`src/rtl/fft_pkg.sv`:
```
package fft_pkg;

  typedef enum logic [1:0] {
    PH_FILL   = 2'd0,
    PH_CRUNCH = 2'd1,
    PH_EMIT   = 2'd2
  } phase_e;

  // Fixed-point twiddle: cos or -sin of 2*pi*k/n, unity at 2^(tw_w-2)
  function automatic int tw_fix(int k, int n, int tw_w, bit sine);
    real ang;
    real v;
    real one;
    ang = 6.283185307179586 * real'(k) / real'(n);
    v   = sine ? -$sin(ang) : $cos(ang);
    one = 2.0 ** (tw_w - 2);
    return $rtoi(v * one + ((v < 0.0) ? -0.5 : 0.5));
  endfunction

endpackage

```
`src/rtl/fft_addr_gen.sv`:
```
module fft_addr_gen #(
  parameter int LOG2N = 3,
  parameter int PCW   = 2
) (
  input  logic [PCW-1:0]   pass_i,
  input  logic [LOG2N-2:0] bfly_i,
  output logic [LOG2N-1:0] addr_a_o,
  output logic [LOG2N-1:0] addr_b_o,
  output logic [LOG2N-2:0] tw_idx_o
);

  // Pass p pairs addresses that differ in bit (LOG2N-1-p).
  always_comb begin
    int hb;
    logic [LOG2N-1:0] j;
    logic [LOG2N-1:0] low;
    logic [LOG2N-1:0] high;
    logic [LOG2N-1:0] mask;
    logic [LOG2N-1:0] tw_w;
    hb       = LOG2N - 1 - int'(pass_i);
    j        = {1'b0, bfly_i};
    mask     = (LOG2N'(1) << hb) - LOG2N'(1);
    low      = j & mask;
    high     = j >> hb;
    addr_a_o = (high << (hb + 1)) | low;
    addr_b_o = addr_a_o | (LOG2N'(1) << hb);
    tw_w     = low << pass_i;
    tw_idx_o = tw_w[LOG2N-2:0];
  end

endmodule

```
`src/rtl/fft_twiddle_rom.sv`:
```
module fft_twiddle_rom #(
  parameter int LOG2N = 3,
  parameter int TW_W  = 18
) (
  input  logic        [LOG2N-2:0] idx_i,
  output logic signed [TW_W-1:0]  w_re_o,
  output logic signed [TW_W-1:0]  w_im_o
);
  import fft_pkg::*;

  localparam int N    = 1 << LOG2N;
  localparam int HALF = N / 2;

  logic signed [TW_W-1:0] tab_re [HALF];
  logic signed [TW_W-1:0] tab_im [HALF];

  for (genvar k = 0; k < HALF; k++) begin : g_tw
    localparam logic signed [TW_W-1:0] C_RE = TW_W'(tw_fix(k, N, TW_W, 1'b0));
    localparam logic signed [TW_W-1:0] C_IM = TW_W'(tw_fix(k, N, TW_W, 1'b1));
    assign tab_re[k] = C_RE;
    assign tab_im[k] = C_IM;
  end

  assign w_re_o = tab_re[idx_i];
  assign w_im_o = tab_im[idx_i];

endmodule

```
`src/rtl/fft_butterfly.sv`:
```
module fft_butterfly #(
  parameter int IW    = 16,
  parameter int TW_W  = 18,
  parameter int SCALE = 1
) (
  input  logic signed [IW-1:0]   a_re,
  input  logic signed [IW-1:0]   a_im,
  input  logic signed [IW-1:0]   b_re,
  input  logic signed [IW-1:0]   b_im,
  input  logic signed [TW_W-1:0] w_re,
  input  logic signed [TW_W-1:0] w_im,
  output logic signed [IW-1:0]   t_re,
  output logic signed [IW-1:0]   t_im,
  output logic signed [IW-1:0]   u_re,
  output logic signed [IW-1:0]   u_im
);

  localparam int PW = IW + TW_W + 2;
  localparam int SH = TW_W - 2;

  logic signed [IW:0]   s_re, s_im, d_re, d_im, r_re, r_im;
  logic signed [PW-1:0] dre_x, dim_x, wre_x, wim_x, p_re, p_im;

  always_comb begin
    s_re  = (IW+1)'(a_re) + (IW+1)'(b_re);
    s_im  = (IW+1)'(a_im) + (IW+1)'(b_im);
    d_re  = (IW+1)'(a_re) - (IW+1)'(b_re);
    d_im  = (IW+1)'(a_im) - (IW+1)'(b_im);
    dre_x = PW'(d_re);
    dim_x = PW'(d_im);
    wre_x = PW'(w_re);
    wim_x = PW'(w_im);
    p_re  = dre_x * wre_x - dim_x * wim_x;
    p_im  = dre_x * wim_x + dim_x * wre_x;
    r_re  = (IW+1)'(p_re >>> SH);
    r_im  = (IW+1)'(p_im >>> SH);
  end

  if (SCALE != 0) begin : g_half
    assign t_re = IW'(s_re >>> 1);
    assign t_im = IW'(s_im >>> 1);
    assign u_re = IW'(r_re >>> 1);
    assign u_im = IW'(r_im >>> 1);
  end else begin : g_grow
    assign t_re = IW'(s_re);
    assign t_im = IW'(s_im);
    assign u_re = IW'(r_re);
    assign u_im = IW'(r_im);
  end

endmodule

```
`src/rtl/fft_burst_r2.sv`:
```
module fft_burst_r2 #(
  parameter int LOG2N      = 3,
  parameter int DATA_W     = 16,
  parameter int TW_W       = 18,
  parameter int SCALE      = 1,
  parameter int LINEAR_OUT = 0,
  localparam int OW        = DATA_W + ((SCALE != 0) ? 0 : LOG2N)
) (
  input  logic                     clk,
  input  logic                     rst_n,
  input  logic                     clr,
  input  logic                     in_valid,
  output logic                     in_ready,
  input  logic signed [DATA_W-1:0] in_re,
  input  logic signed [DATA_W-1:0] in_im,
  output logic                     out_valid,
  output logic                     out_start,
  output logic                     out_end,
  output logic signed [OW-1:0]     out_re,
  output logic signed [OW-1:0]     out_im
);
  import fft_pkg::*;

  localparam int N    = 1 << LOG2N;
  localparam int HALF = N / 2;
  localparam int AW   = LOG2N;
  localparam int IW   = OW;
  localparam int PCW  = $clog2(LOG2N + 1);

  phase_e            state_q;
  logic [AW-1:0]     fill_q, emit_q, bf_q;
  logic [PCW-1:0]    pass_q;
  logic              take, bf_last, pass_last;

  logic signed [IW-1:0] mem_re [N];
  logic signed [IW-1:0] mem_im [N];

  // Address generation and twiddle lookup for the current butterfly
  logic [AW-1:0]          ag_a, ag_b;
  logic [AW-2:0]          ag_tw;
  logic signed [TW_W-1:0] rom_re, rom_im;

  fft_addr_gen #(.LOG2N(LOG2N), .PCW(PCW)) u_agen (
    .pass_i   (pass_q),
    .bfly_i   (bf_q[AW-2:0]),
    .addr_a_o (ag_a),
    .addr_b_o (ag_b),
    .tw_idx_o (ag_tw)
  );

  fft_twiddle_rom #(.LOG2N(LOG2N), .TW_W(TW_W)) u_rom (
    .idx_i  (ag_tw),
    .w_re_o (rom_re),
    .w_im_o (rom_im)
  );

  // Operand register stage between memory read and write-back
  logic                   s1_v;
  logic [AW-1:0]          s1_aa, s1_ab;
  logic signed [IW-1:0]   s1_a_re, s1_a_im, s1_b_re, s1_b_im;
  logic signed [TW_W-1:0] s1_w_re, s1_w_im;
  logic signed [IW-1:0]   bt_t_re, bt_t_im, bt_u_re, bt_u_im;

  fft_butterfly #(.IW(IW), .TW_W(TW_W), .SCALE(SCALE)) u_bfly (
    .a_re (s1_a_re), .a_im (s1_a_im),
    .b_re (s1_b_re), .b_im (s1_b_im),
    .w_re (s1_w_re), .w_im (s1_w_im),
    .t_re (bt_t_re), .t_im (bt_t_im),
    .u_re (bt_u_re), .u_im (bt_u_im)
  );

  assign in_ready  = (state_q == PH_FILL);
  assign take      = in_valid && in_ready;
  assign bf_last   = (bf_q == AW'(HALF));
  assign pass_last = (pass_q == PCW'(LOG2N - 1));

  // Emit read address: plain or bit-reversed
  logic [AW-1:0] rd_addr;
  if (LINEAR_OUT != 0) begin : g_lin
    always_comb begin
      for (int i = 0; i < AW; i++) rd_addr[i] = emit_q[AW-1-i];
    end
  end else begin : g_rev
    assign rd_addr = emit_q;
  end

  // Phase control
  always_ff @(posedge clk or negedge rst_n) begin
    if (!rst_n) begin
      state_q   <= PH_FILL;
      fill_q    <= '0;
      emit_q    <= '0;
      bf_q      <= '0;
      pass_q    <= '0;
      s1_v      <= 1'b0;
      out_valid <= 1'b0;
      out_start <= 1'b0;
      out_end   <= 1'b0;
    end else if (clr) begin
      state_q   <= PH_FILL;
      fill_q    <= '0;
      emit_q    <= '0;
      bf_q      <= '0;
      pass_q    <= '0;
      s1_v      <= 1'b0;
      out_valid <= 1'b0;
      out_start <= 1'b0;
      out_end   <= 1'b0;
    end else begin
      s1_v      <= 1'b0;
      out_valid <= 1'b0;
      out_start <= 1'b0;
      out_end   <= 1'b0;
      case (state_q)
        PH_FILL: begin
          if (take) begin
            if (fill_q == AW'(N - 1)) begin
              fill_q  <= '0;
              bf_q    <= '0;
              pass_q  <= '0;
              state_q <= PH_CRUNCH;
            end else begin
              fill_q <= fill_q + AW'(1);
            end
          end
        end
        PH_CRUNCH: begin
          s1_v <= !bf_last;
          if (bf_last) begin
            bf_q <= '0;
            if (pass_last) begin
              emit_q  <= '0;
              state_q <= PH_EMIT;
            end else begin
              pass_q <= pass_q + PCW'(1);
            end
          end else begin
            bf_q <= bf_q + AW'(1);
          end
        end
        PH_EMIT: begin
          out_valid <= 1'b1;
          out_start <= (emit_q == '0);
          out_end   <= (emit_q == AW'(N - 1));
          emit_q    <= emit_q + AW'(1);
          if (emit_q == AW'(N - 1)) state_q <= PH_FILL;
        end
        default: state_q <= PH_FILL;
      endcase
    end
  end

  // Sample memory, operand stage and output data
  always_ff @(posedge clk) begin
    if (take) begin
      mem_re[fill_q] <= IW'(in_re);
      mem_im[fill_q] <= IW'(in_im);
    end
    if (s1_v) begin
      mem_re[s1_aa] <= bt_t_re;
      mem_im[s1_aa] <= bt_t_im;
      mem_re[s1_ab] <= bt_u_re;
      mem_im[s1_ab] <= bt_u_im;
    end
    s1_aa   <= ag_a;
    s1_ab   <= ag_b;
    s1_a_re <= mem_re[ag_a];
    s1_a_im <= mem_im[ag_a];
    s1_b_re <= mem_re[ag_b];
    s1_b_im <= mem_im[ag_b];
    s1_w_re <= rom_re;
    s1_w_im <= rom_im;
    out_re  <= mem_re[rd_addr];
    out_im  <= mem_im[rd_addr];
  end


  start_has_valid_chk: assert property (@(posedge clk) disable iff (!rst_n)
    out_start |-> out_valid);

  end_then_idle_chk: assert property (@(posedge clk) disable iff (!rst_n)
    out_end |=> !out_valid);

  start_blocks_input_chk: assert property (@(posedge clk) disable iff (!rst_n)
    out_start |-> !in_ready);

  end_reopens_chk: assert property (@(posedge clk) disable iff (!rst_n)
    out_end |-> in_ready);

  clr_chk: assert property (@(posedge clk) disable iff (!rst_n)
    clr |=> (in_ready && !out_valid));

  pair_distinct_chk: assert property (@(posedge clk) disable iff (!rst_n)
    s1_v |-> (s1_aa != s1_ab));

endmodule

```
`config.mk`:
```
export PLATFORM = sky130hd
export DESIGN_NAME = fft_burst_r2
export DESIGN_NICKNAME = d
export VERILOG_FILES = /design/src/rtl/fft_pkg.sv /design/src/rtl/fft_addr_gen.sv /design/src/rtl/fft_twiddle_rom.sv /design/src/rtl/fft_butterfly.sv /design/src/rtl/fft_burst_r2.sv
export SDC_FILE = /design/constraint.sdc
export NUM_CORES = 2
export LEC_CHECK = 0
export ABC_AREA = 0
export BUFFER_PORTS_ARGS = -buffer_cell sky130_fd_sc_hd__buf_2
export CORE_MARGIN = 8
export CORE_UTILIZATION = 34
export DETAILED_ROUTE_END_ITERATION = 7
export GPL_TIMING_DRIVEN = 0
export PLACE_DENSITY_LB_ADDON = 0.08
export SKIP_LAST_GASP = 1
export SLEW_MARGIN = 20
export SYNTH_ARGS = -nofsm -noshare
export SYNTH_HDL_FRONTEND = slang
export SYNTH_HIERARCHICAL = 1
export SYNTH_SLANG_ARGS = --single-unit
```
`constraint.sdc`:
```
create_clock -name clk -period 11.5 [get_ports clk]
set_clock_uncertainty 0.15 [all_clocks]
set_input_delay 0.575 -clock clk [delete_from_list [all_inputs] [get_ports clk]]
set_output_delay 0.575 -clock clk [all_outputs]
set_load 0.02 [all_outputs]
```
==> reports/results.ini <==
[outcome]
status = finished clean

[sta]
max_slew_margin_pct = 12.39
finalHoldViolCount = 0
max_freq_mhz = 89.43
final_max_slew_viol_count = 0
setup_viol = 0
fin_crit_sh_pct = 97.24
worst_pin_slew_ns = 1.314
min_period_ns = 11.18

[yosys]
synth_fa_ha_area_share_pct = 44.44
synth_top_area_cell = fa_1
synthMuxAreaShare_pct = 11.58
synth_edf_count = 256
yosysMostFrequentCell = inv_1
ys_seq_elements = 411
synth_xor_area_share_pct = 1.863
synth_simple_gate_area_share_pct = 11.86
syn_inst = 6747
yosys.area.top_type_share_pct = 37.90
yosys.cell_types.count = 84
syn_area_sq_um = 69090
synth_compound_gate_area_share_pct = 4.051
ys.flop_type = edfxtp_1
ys_seq_area_share_pct = 15.74
synth_top_family_by_area = adder cells
yosysWarnings = 6
avgSynthCellArea_sq_um = 10.24
synthArstFlopShare_pct = 4.136
synth_common_cells = inv_1 (1,317), fa_1 (1,308), nand2_1 (760), and2_1 (442), ha_1 (361)
synth.area.top_cells = fa_1 (38%), edfxtp_1 (11%), inv_1 (7.2%)

[clock_tree]
cts_inserted_buffers = 54
cts_tree = yes
clock-sinks = 411
clock_latency_ns = 0.68
clock_path_buffers = 3
clkSlewWorstSetupHoldPaths_ns = 0.06
h-tree-depth = 2
cts_root_buffer = clkbuf_16

[global_routing]
grt_pass1_vias = 53820
grt_max_degree = 20
grt_overflow = 0
grt_use_total_pct = 26.17
antenna_found_initial = 30
grt_pass1_wl_microns = 404100

[finish]
nets = 8625
postLayoutCellArea_sq_um = 75960
drive_gt1_share_pct = 10.36
area_growth_pct = 9.938
fin_cells = 9653
fin_util_pct = 37.58

[critical_path]
slowest_stage = fa_1
cp-start-kind = register
path_common_cell = fa_1
timing.rr.start = s1_a_re[0]$_DFF_P_
cp.required_ns = 11.72
slowest_delay_ns = 0.66
arrival_ns = 11.40
end_kind = register
cp-startpoint = s1_a_re[0]$_DFF_P_
worstPathMaxFanout = 11
crit_type = register to register

[routing]
vias = 49700
viasPerCell = 5.149
wl_microns = 284700
ant_nets = 0
dr.pass1.iters = 6
wire_per_inst_microns = 29.50
drc = 0
drt_first_iter_violations = 4044

[worst_hold_path]
hold_class = input port to register
min_from = in_valid

[die]
row_count = 165
start_util_pct = 34.19
die-area_sq_um = 217900
core-area_sq_um = 202100
io_pins = 72
fp.dieH_microns = 466.8
die_width_microns = 466.8

[job]
maxCapViolations = 0

[placement]
dp_hpwl_microns = 231500
place_area_sq_um = 73880
placed_cells = 9537
place_congestion = 0.9781
portBuffers = 39

## cell usage in the layout (no fill, tap or decap), types with 10 or more instances in the layout
master,n
o211ai_1,11
nand2b_1,75
dfrtp_1,17
xnor2_2,20
o21ai_0,29
nand2_1,760
mux2i_1,258
clkbuf_16,57
nor2_1,214
buf_2,73
fa_1,1308
a21oi_1,189
xnor2_1,91
buf_4,89
buf_8,15
ha_1,361
o21ai_1,131
mux4_2,190
diode_2,15
buf_1,42
dfxtp_1,138
edfxtp_1,256
nand3_1,16
mux2_2,97
clkbuf_1,309
inv_1,1317
nor3_1,14
a21o_1,19
clkbuf_2,42
or2_2,10
nor2b_1,99
buf_6,41
and2_1,442
xor2_1,24
## metrics by stage
stage	TNS (ns)	setup slack (ns)	hold WS, ns
CTS	-0.1137	-0.04511	0.1194
detailed placement	-15.98	-0.7014	0.3795
finish	0	0.3176	0.1595
global placement	-365.70	-2.505	0.3815
floorplan	0	2.310	0.1294
global route	-0.01260	-0.01260	0.1779
## sequential cells by signal, indices dropped and copies added (netlist names), 2 cells and up
signal and flops:
emit_q 3, pass_q 2, s1_w_im 18, out_re 16, s1_b_re 16, s1_b_im 16, fill_q 3, s1_aa 3
mem_im 128, s1_w_re 18, s1_ab 3, mem_re 128, s1_a_im 16, out_im 16, state_q 2, bf_q 3
s1_a_re 16
## critical path: cells and delay by family, from the launching register on
family                   cells  cell delay (ns)
AO/OA/AOI/OAI               13             2.71
flip-flops                   1             0.31
XOR/XNOR                     1             0.53
adder cells (fa/ha/maj)     11             5.15
buffers and inverters        7             1.05
AND/OR/NAND/NOR              4             0.92
## final cells by class
type	instances	area, sq um
Tap cell	2672	3343
Antenna cell	15	37.54
Multi-Input combinational cell	4525	51460
Sequential cell	411	10880
Clock inverter	20	226.5
Clock buffer	82	1590
Inverter	1317	4943
Buffer	491	2336
Fill cell	20450	126200
Timing Repair Buffer	120	1150
## what timing repair did
item,4_1_cts,5_1_grt
buffers inserted,0,5
setup endpoints to repair,58,113
pin swaps,0,5
hold buffers,2,0
hold endpoints to repair,18,0
gates resized for setup,22,66
## cells by family (layout without fill, tap and decap cells)
group                    count (synthesis)  after routing
buffers and inverters                 1816           2030
flip-flops                             411            411
other                                    1             21
AO/OA/AOI/OAI                          476            476
AND/OR/NAND/NOR                       1684           1684
adder cells (fa/ha/maj)               1669           1669
multiplexers                           547            547
XOR/XNOR                               143            143
## routing by layer
| layer | up-vias | share of wire [%] | global-route usage [%] |
|---|---|---|---|
| met5 | - | 0.015 | 0 |
| met4 | 6 | 6.1 | 12.48 |
| met3 | 503 | 5.2 | 3.264 |
| met2 | 1683 | 50 | 45.84 |
| met1 | 26380 | 39 | 31.99 |
| li1 | 21130 | - | - |
## path summary, 6_finish.rpt
| check | endpoint | slack, ns | cells after the start |
|---|---|---|---|
| setup / recovery | mem_re[7][15]$_DFFE_PP_ | 0.32 | 36 |
| max in group asynchronous | emit_q[1]$_DFFE_PN0P_ | 10.69 | 2 |
| min in group asynchronous | fill_q[0]$_DFFE_PN0P_ | 0.21 | 2 |
| hold reg to reg | fill_q[0]$_DFFE_PN0P_ | 0.44 | 2 |
| setup reg to reg | mem_re[7][15]$_DFFE_PP_ | 0.32 | 36 |
| hold / removal | state_q[0]$_DFFE_PN0P_ | 0.16 | 3 |
Power is left out: the tool's default activity adds up to more than one toggle a clock period on the data nets, which glitch-free logic cannot reach.
